File: src/rtl/ptlb_pkg.sv
package ptlb_pkg;

    localparam int unsigned DEF_ENTRIES = 16;
    localparam int unsigned DEF_VPN_W   = 20;
    localparam int unsigned DEF_PFN_W   = 20;

    // Which frame of a page pair a lookup addresses.
    typedef enum logic {
        HALF_EVEN = 1'b0,
        HALF_ODD  = 1'b1
    } half_e;

    function automatic half_e half_of(input logic page_lsb);
        return page_lsb ? HALF_ODD : HALF_EVEN;
    endfunction

    // Next position of a ring of n positions.
    function automatic int unsigned ring_next(input int unsigned cur, input int unsigned n);
        return (cur + 1 >= n) ? 0 : cur + 1;
    endfunction

endpackage

File: src/rtl/ptlb_rr_ptr.sv
module ptlb_rr_ptr
    import ptlb_pkg::*;
#(
    parameter int unsigned ENTRIES = DEF_ENTRIES,
    localparam int unsigned PTR_W = (ENTRIES > 1) ? $clog2(ENTRIES) : 1
) (
    input  logic             clk,
    input  logic             rst,
    input  logic             adv,
    output logic [PTR_W-1:0] ptr
);

    always_ff @(posedge clk) begin
        if (rst) begin
            ptr <= '0;
        end else if (adv) begin
            ptr <= PTR_W'(ring_next(32'(ptr), ENTRIES));
        end
    end

endmodule

File: src/rtl/ptlb_slot.sv
module ptlb_slot
    import ptlb_pkg::*;
#(
    parameter int unsigned VPN_W = DEF_VPN_W,
    parameter int unsigned PFN_W = DEF_PFN_W,
    localparam int unsigned TAG_W = VPN_W - 1
) (
    input  logic             clk,
    input  logic             rst,
    input  logic             wr_en,
    input  logic [TAG_W-1:0] wr_tag,
    input  logic [PFN_W-1:0] wr_even_pfn,
    input  logic             wr_even_ok,
    input  logic [PFN_W-1:0] wr_odd_pfn,
    input  logic             wr_odd_ok,
    input  logic [TAG_W-1:0] rd_tag,
    input  half_e            rd_half,
    output logic             hit,
    output logic [PFN_W-1:0] pfn
);

    typedef struct packed {
        logic             live;
        logic [TAG_W-1:0] tag;
        logic [PFN_W-1:0] even_pfn;
        logic             even_ok;
        logic [PFN_W-1:0] odd_pfn;
        logic             odd_ok;
    } slot_t;

    slot_t entry;
    logic  tag_eq;
    logic  half_ok;

    always_ff @(posedge clk) begin
        if (rst) begin
            entry <= '0;
        end else if (wr_en) begin
            entry <= '{live: 1'b1, tag: wr_tag,
                       even_pfn: wr_even_pfn, even_ok: wr_even_ok,
                       odd_pfn: wr_odd_pfn, odd_ok: wr_odd_ok};
        end
    end

    always_comb begin
        tag_eq  = entry.live && (entry.tag == rd_tag);
        half_ok = (rd_half == HALF_ODD) ? entry.odd_ok : entry.even_ok;
        hit     = tag_eq && half_ok;
        pfn     = (rd_half == HALF_ODD) ? entry.odd_pfn : entry.even_pfn;
    end

endmodule

File: src/rtl/ptlb_select.sv
module ptlb_select
    import ptlb_pkg::*;
#(
    parameter int unsigned ENTRIES = DEF_ENTRIES,
    parameter int unsigned PFN_W   = DEF_PFN_W
) (
    input  logic [ENTRIES-1:0] hit_vec,
    input  logic [PFN_W-1:0]   pfn_vec [ENTRIES],
    output logic               hit,
    output logic [PFN_W-1:0]   pfn
);

    // Walk from the top down so the lowest qualifying slot is written last.
    always_comb begin
        hit = 1'b0;
        pfn = '0;
        for (int i = ENTRIES - 1; i >= 0; i--) begin
            if (hit_vec[i]) begin
                hit = 1'b1;
                pfn = pfn_vec[i];
            end
        end
    end

endmodule

File: src/rtl/pair_tlb.sv
module pair_tlb
    import ptlb_pkg::*;
#(
    parameter int unsigned ENTRIES = DEF_ENTRIES,
    parameter int unsigned VPN_W   = DEF_VPN_W,
    parameter int unsigned PFN_W   = DEF_PFN_W
) (
    input  logic             clk,
    input  logic             rst,
    input  logic [VPN_W-1:0] lk_vpn,
    output logic             lk_hit,
    output logic [PFN_W-1:0] lk_pfn,
    input  logic             fill_en,
    input  logic [VPN_W-2:0] fill_tag,
    input  logic [PFN_W-1:0] fill_even_pfn,
    input  logic             fill_even_ok,
    input  logic [PFN_W-1:0] fill_odd_pfn,
    input  logic             fill_odd_ok
);

    localparam int unsigned PTR_W = (ENTRIES > 1) ? $clog2(ENTRIES) : 1;
    localparam int unsigned TAG_W = VPN_W - 1;

    logic [PTR_W-1:0]   rr_ptr;
    logic [ENTRIES-1:0] slot_we;
    logic [ENTRIES-1:0] slot_hit;
    logic [PFN_W-1:0]   slot_pfn [ENTRIES];
    logic [TAG_W-1:0]   look_tag;
    half_e              look_half;

    assign look_tag  = lk_vpn[VPN_W-1:1];
    assign look_half = half_of(lk_vpn[0]);

    ptlb_rr_ptr #(.ENTRIES(ENTRIES)) u_ptr (
        .clk (clk),
        .rst (rst),
        .adv (fill_en),
        .ptr (rr_ptr)
    );

    for (genvar g = 0; g < ENTRIES; g++) begin : g_slot
        assign slot_we[g] = fill_en && (rr_ptr == PTR_W'(g));

        ptlb_slot #(.VPN_W(VPN_W), .PFN_W(PFN_W)) u_slot (
            .clk         (clk),
            .rst         (rst),
            .wr_en       (slot_we[g]),
            .wr_tag      (fill_tag),
            .wr_even_pfn (fill_even_pfn),
            .wr_even_ok  (fill_even_ok),
            .wr_odd_pfn  (fill_odd_pfn),
            .wr_odd_ok   (fill_odd_ok),
            .rd_tag      (look_tag),
            .rd_half     (look_half),
            .hit         (slot_hit[g]),
            .pfn         (slot_pfn[g])
        );
    end

    ptlb_select #(.ENTRIES(ENTRIES), .PFN_W(PFN_W)) u_sel (
        .hit_vec (slot_hit),
        .pfn_vec (slot_pfn),
        .hit     (lk_hit),
        .pfn     (lk_pfn)
    );

endmodule

File: config.mk
export PLATFORM = sky130hd
export DESIGN_NAME = pair_tlb
export DESIGN_NICKNAME = d
export VERILOG_FILES = /design/src/rtl/ptlb_pkg.sv /design/src/rtl/ptlb_rr_ptr.sv /design/src/rtl/ptlb_slot.sv /design/src/rtl/ptlb_select.sv /design/src/rtl/pair_tlb.sv
export SDC_FILE = /design/constraint.sdc
export NUM_CORES = 2
export LEC_CHECK = 0
export BUFFER_PORTS_ARGS = -buffer_cell sky130_fd_sc_hd__buf_2
export CAP_MARGIN = 20
export CORE_UTILIZATION = 59
export CTS_CLUSTER_DIAMETER = 40
export CTS_CLUSTER_SIZE = 10
export DETAILED_ROUTE_END_ITERATION = 6
export PLACE_DENSITY = 0.88
export SLEW_MARGIN = 5
export SYNTH_ARGS = -nofsm -noshare
export SYNTH_HDL_FRONTEND = slang
export SYNTH_SLANG_ARGS = --single-unit
File: constraint.sdc
create_clock -name clk -period 7.7 [get_ports clk]
set_input_delay 1.54 -clock clk [delete_from_list [all_inputs] [get_ports clk]]
set_output_delay 1.54 -clock clk [all_outputs]
set_load 0.01 [all_outputs]
==> out/qor.yml <==
status: "finished with violations"
failed_checks: "DRC"
synth_edf_count: 0
antenna_left: 0
crit_type: "primary input to primary output"
worstPathArrival_ns: 5.72
cts_resized: 0
place_area_mm2: 0.0444
synth-compound-area-share_pct: 15.4
initial_utilization_pct: 59.7
insertion_delay_ns: 0.69
synthXorXnorAreaFrac_pct: 6.01
synth_flop_cell: "dfxtp_1"
netlist_instances: 5720
clk_pin_slew_ns: 0.06
drive_gt1_share_pct: 8.32
dr_wl_met2_mm: 59.2
finalSetupTns_ns: 0
synth_simple_gate_area_share_pct: 20.6
yosys.area.top_type: "dfxtp_1"
setup_viol: 0
maxSlewViolCount: 0
met3_length_mm: 19.7
synth_area_leaders: "dfxtp_1, nand2_1, a21oi_1"
crit_required_ns: 6.16
p_leak_nw: 16.2
syn_area_per_cell_um2: 7.77
period_share_pct: 94.3
dieArea_mm2: 0.0764
crit_chain: "buf_2 -> xor2_1 -> nor4_1 -> nand4_1 -> or2_1 -> a311oi_1 -> o31ai_1 -> a2111oi_1 -> o21ai_1 -> buf_2"
viasPerCell: 6.33
wirelength_met1_mm: 51.6
muxShareOfSynthArea_pct: 7.29
tightest_slew_ns: 1.27
synth_fa_ha_area_share_pct: 0.113
final_hold_viol_count: 0
totalWireLength_mm: 138
finish.utilization_pct: 64.3
power_density_mw_per_mm2: 228
final_common_cell: "nand2_1"
ys_async_sr_fraction_pct: 0
fp.dieH_um: 276
grt_pass1_vias: 38638
place_congestion: 0.984
cts_setup_buffers: 0
worstPathMaxFanout: 21
grt_overflow_total: 0
setup_ws_ns: 0.438
grt_pass1_wl_mm: 213
rows: 100
stdcell_count: 6451
final_cell_mix: "nand2_1, dfxtp_1, a21oi_1"
route.detailed.drc: 18
synth_top_family_by_area: "simple AND/OR/NAND/NOR gates"
critPathTopFamily: "compound AO/OA/AOI/OAI gates"
die_w_um: 276
ys_warn_count: 0
multi_input_area_mm2: 0.0220
slew_headroom_pct: 15.3
cts_tree: "built"
post-place-ws_ns: 0.876
yosysTopAreaCellShare_pct: 44.9
ios: 105
slowest_delay_ns: 1.08
synth_nets: 5808
path_common_cell: "buf_2"
fmax_mhz: 138
clock_sinks: 996
dr.pass1.iters: 7
fin_crit_ns: 7.26
yosysSeqAreaShare_pct: 44.9
htreeDepth: 3
synth_area_mm2: 0.0444
worstSetupStartpointType: "primary input"
clockRootBuffer: "clkbuf_16"
vdd_drop_max_v: 0.000181
first_iter_violations: 5950
total_power_mw: 10.9
nNetsFinal: 5530
grt_setup_unrepaired: "false"
synth.distinct_cells: 47
register_area_mm2: 0.0199
antenna_found_initial: 4
holdWs_ns: 0.449
vias: 40809
critPathBufInv: 2
hp-class: "flop to flop"
stdcell_area_mm2: 0.0478
fin_skew_ns: 0.0289
holdBufCountCts: 0
clock_path_buffers: 3
drv_cap: 0
io_buffers: 104
dp_cells: 6292
dpl.hpwl_mm: 81.5
cp-end-kind: "primary output"
cp_slowest_cell: "a2111oi_1"
ys_seq_elements: 996
core_area_mm2: 0.0744
fillers: 5537
grt_use_total_pct: 34.7
post_drt_wl_per_cell_um: 21.3
area_growth_pct: 7.64
grt_start_max_net_pins: 240
top_layer: "met5"
cts_buffers: 117
cell usage after synthesis (all sizes together) (2+ instances only):
cell     count
nand2     2020
dfxtp      996
a21oi      979
clkbuf     486
mux2i      254
xnor2      161
xor2       144
buf         99
mux2        62
o221ai      61
nor2        58
nor4        46
nor3        45
nand4       42
nor2b       41
a211oi      21
o21ai       21
a2111oi     20
a221oi      20
a311oi      20
and2        20
o2111ai     20
o221a       19
o31ai       19
nand3       18
and3         6
ha           4
and4         2
inv          2
nand2b       2
nor3b        2
o211ai       2
or2          2
area by class of cell:
cell class                 instances  share of cell area [%]
antenna                            1                 0.00523
clock buffer                     139                    6.53
clock inverter                    19                   0.575
inverter                           2                  0.0157
multi-input combinational       4137                    46.1
sequential                       996                    41.7
tap                              969                    2.53
timing repair buffer             188                    2.58
report_power, final:
group          internal (mW)  switching, mW
sequential              5.20         0.0264
combinational          0.159          0.460
clock                   2.95           2.10
total                   8.32           2.58
worst min-delay path, cell delays in order (launching register included):
cell and delay [ns]:
dfxtp_1 0.30, nand2_1 0.05, a21oi_1 0.05
final timing paths:
kind	start	end	slack, ns	depth (start not counted)
min reg2reg	g_slot[13].u_slot.entry[23]$_SDFFE_PP0P_	g_slot[13].u_slot.entry[23]$_SDFFE_PP0P_	0.45	2
min	g_slot[13].u_slot.entry[23]$_SDFFE_PP0P_	g_slot[13].u_slot.entry[23]$_SDFFE_PP0P_	0.45	2
max	lk_vpn[3]	lk_pfn[7]	0.44	10
max reg2reg	u_ptr.ptr[2]$_SDFFE_PP0P_	g_slot[1].u_slot.entry[48]$_SDFFE_PP0P_	4.67	5
cells by family (layout without fill, tap and decap cells):
family	after synthesis	in the layout
other	0	1
and+or+nand+nor	2307	2307
xor gates and xnor gates	305	305
AOI/OAI and AO/OA	1205	1205
muxes	316	316
adders and majority gates	4	4
DFF	996	996
buffers and inverters	587	348
sequential cells by signal (all words and copies together), names as in the netlist:
name / count
g_slot.u_slot.entry: 992
u_ptr.ptr: 4
layer usage:
layer  global-route usage (%)  vias to the layer above
met5                    0.125                        -
met4                     17.7                        4
met3                     8.04                      586
met2                     52.3                     2839
met1                     46.5                    19077
li1                         -                    18303
Note: power is estimated with default switching activity, not from simulation.
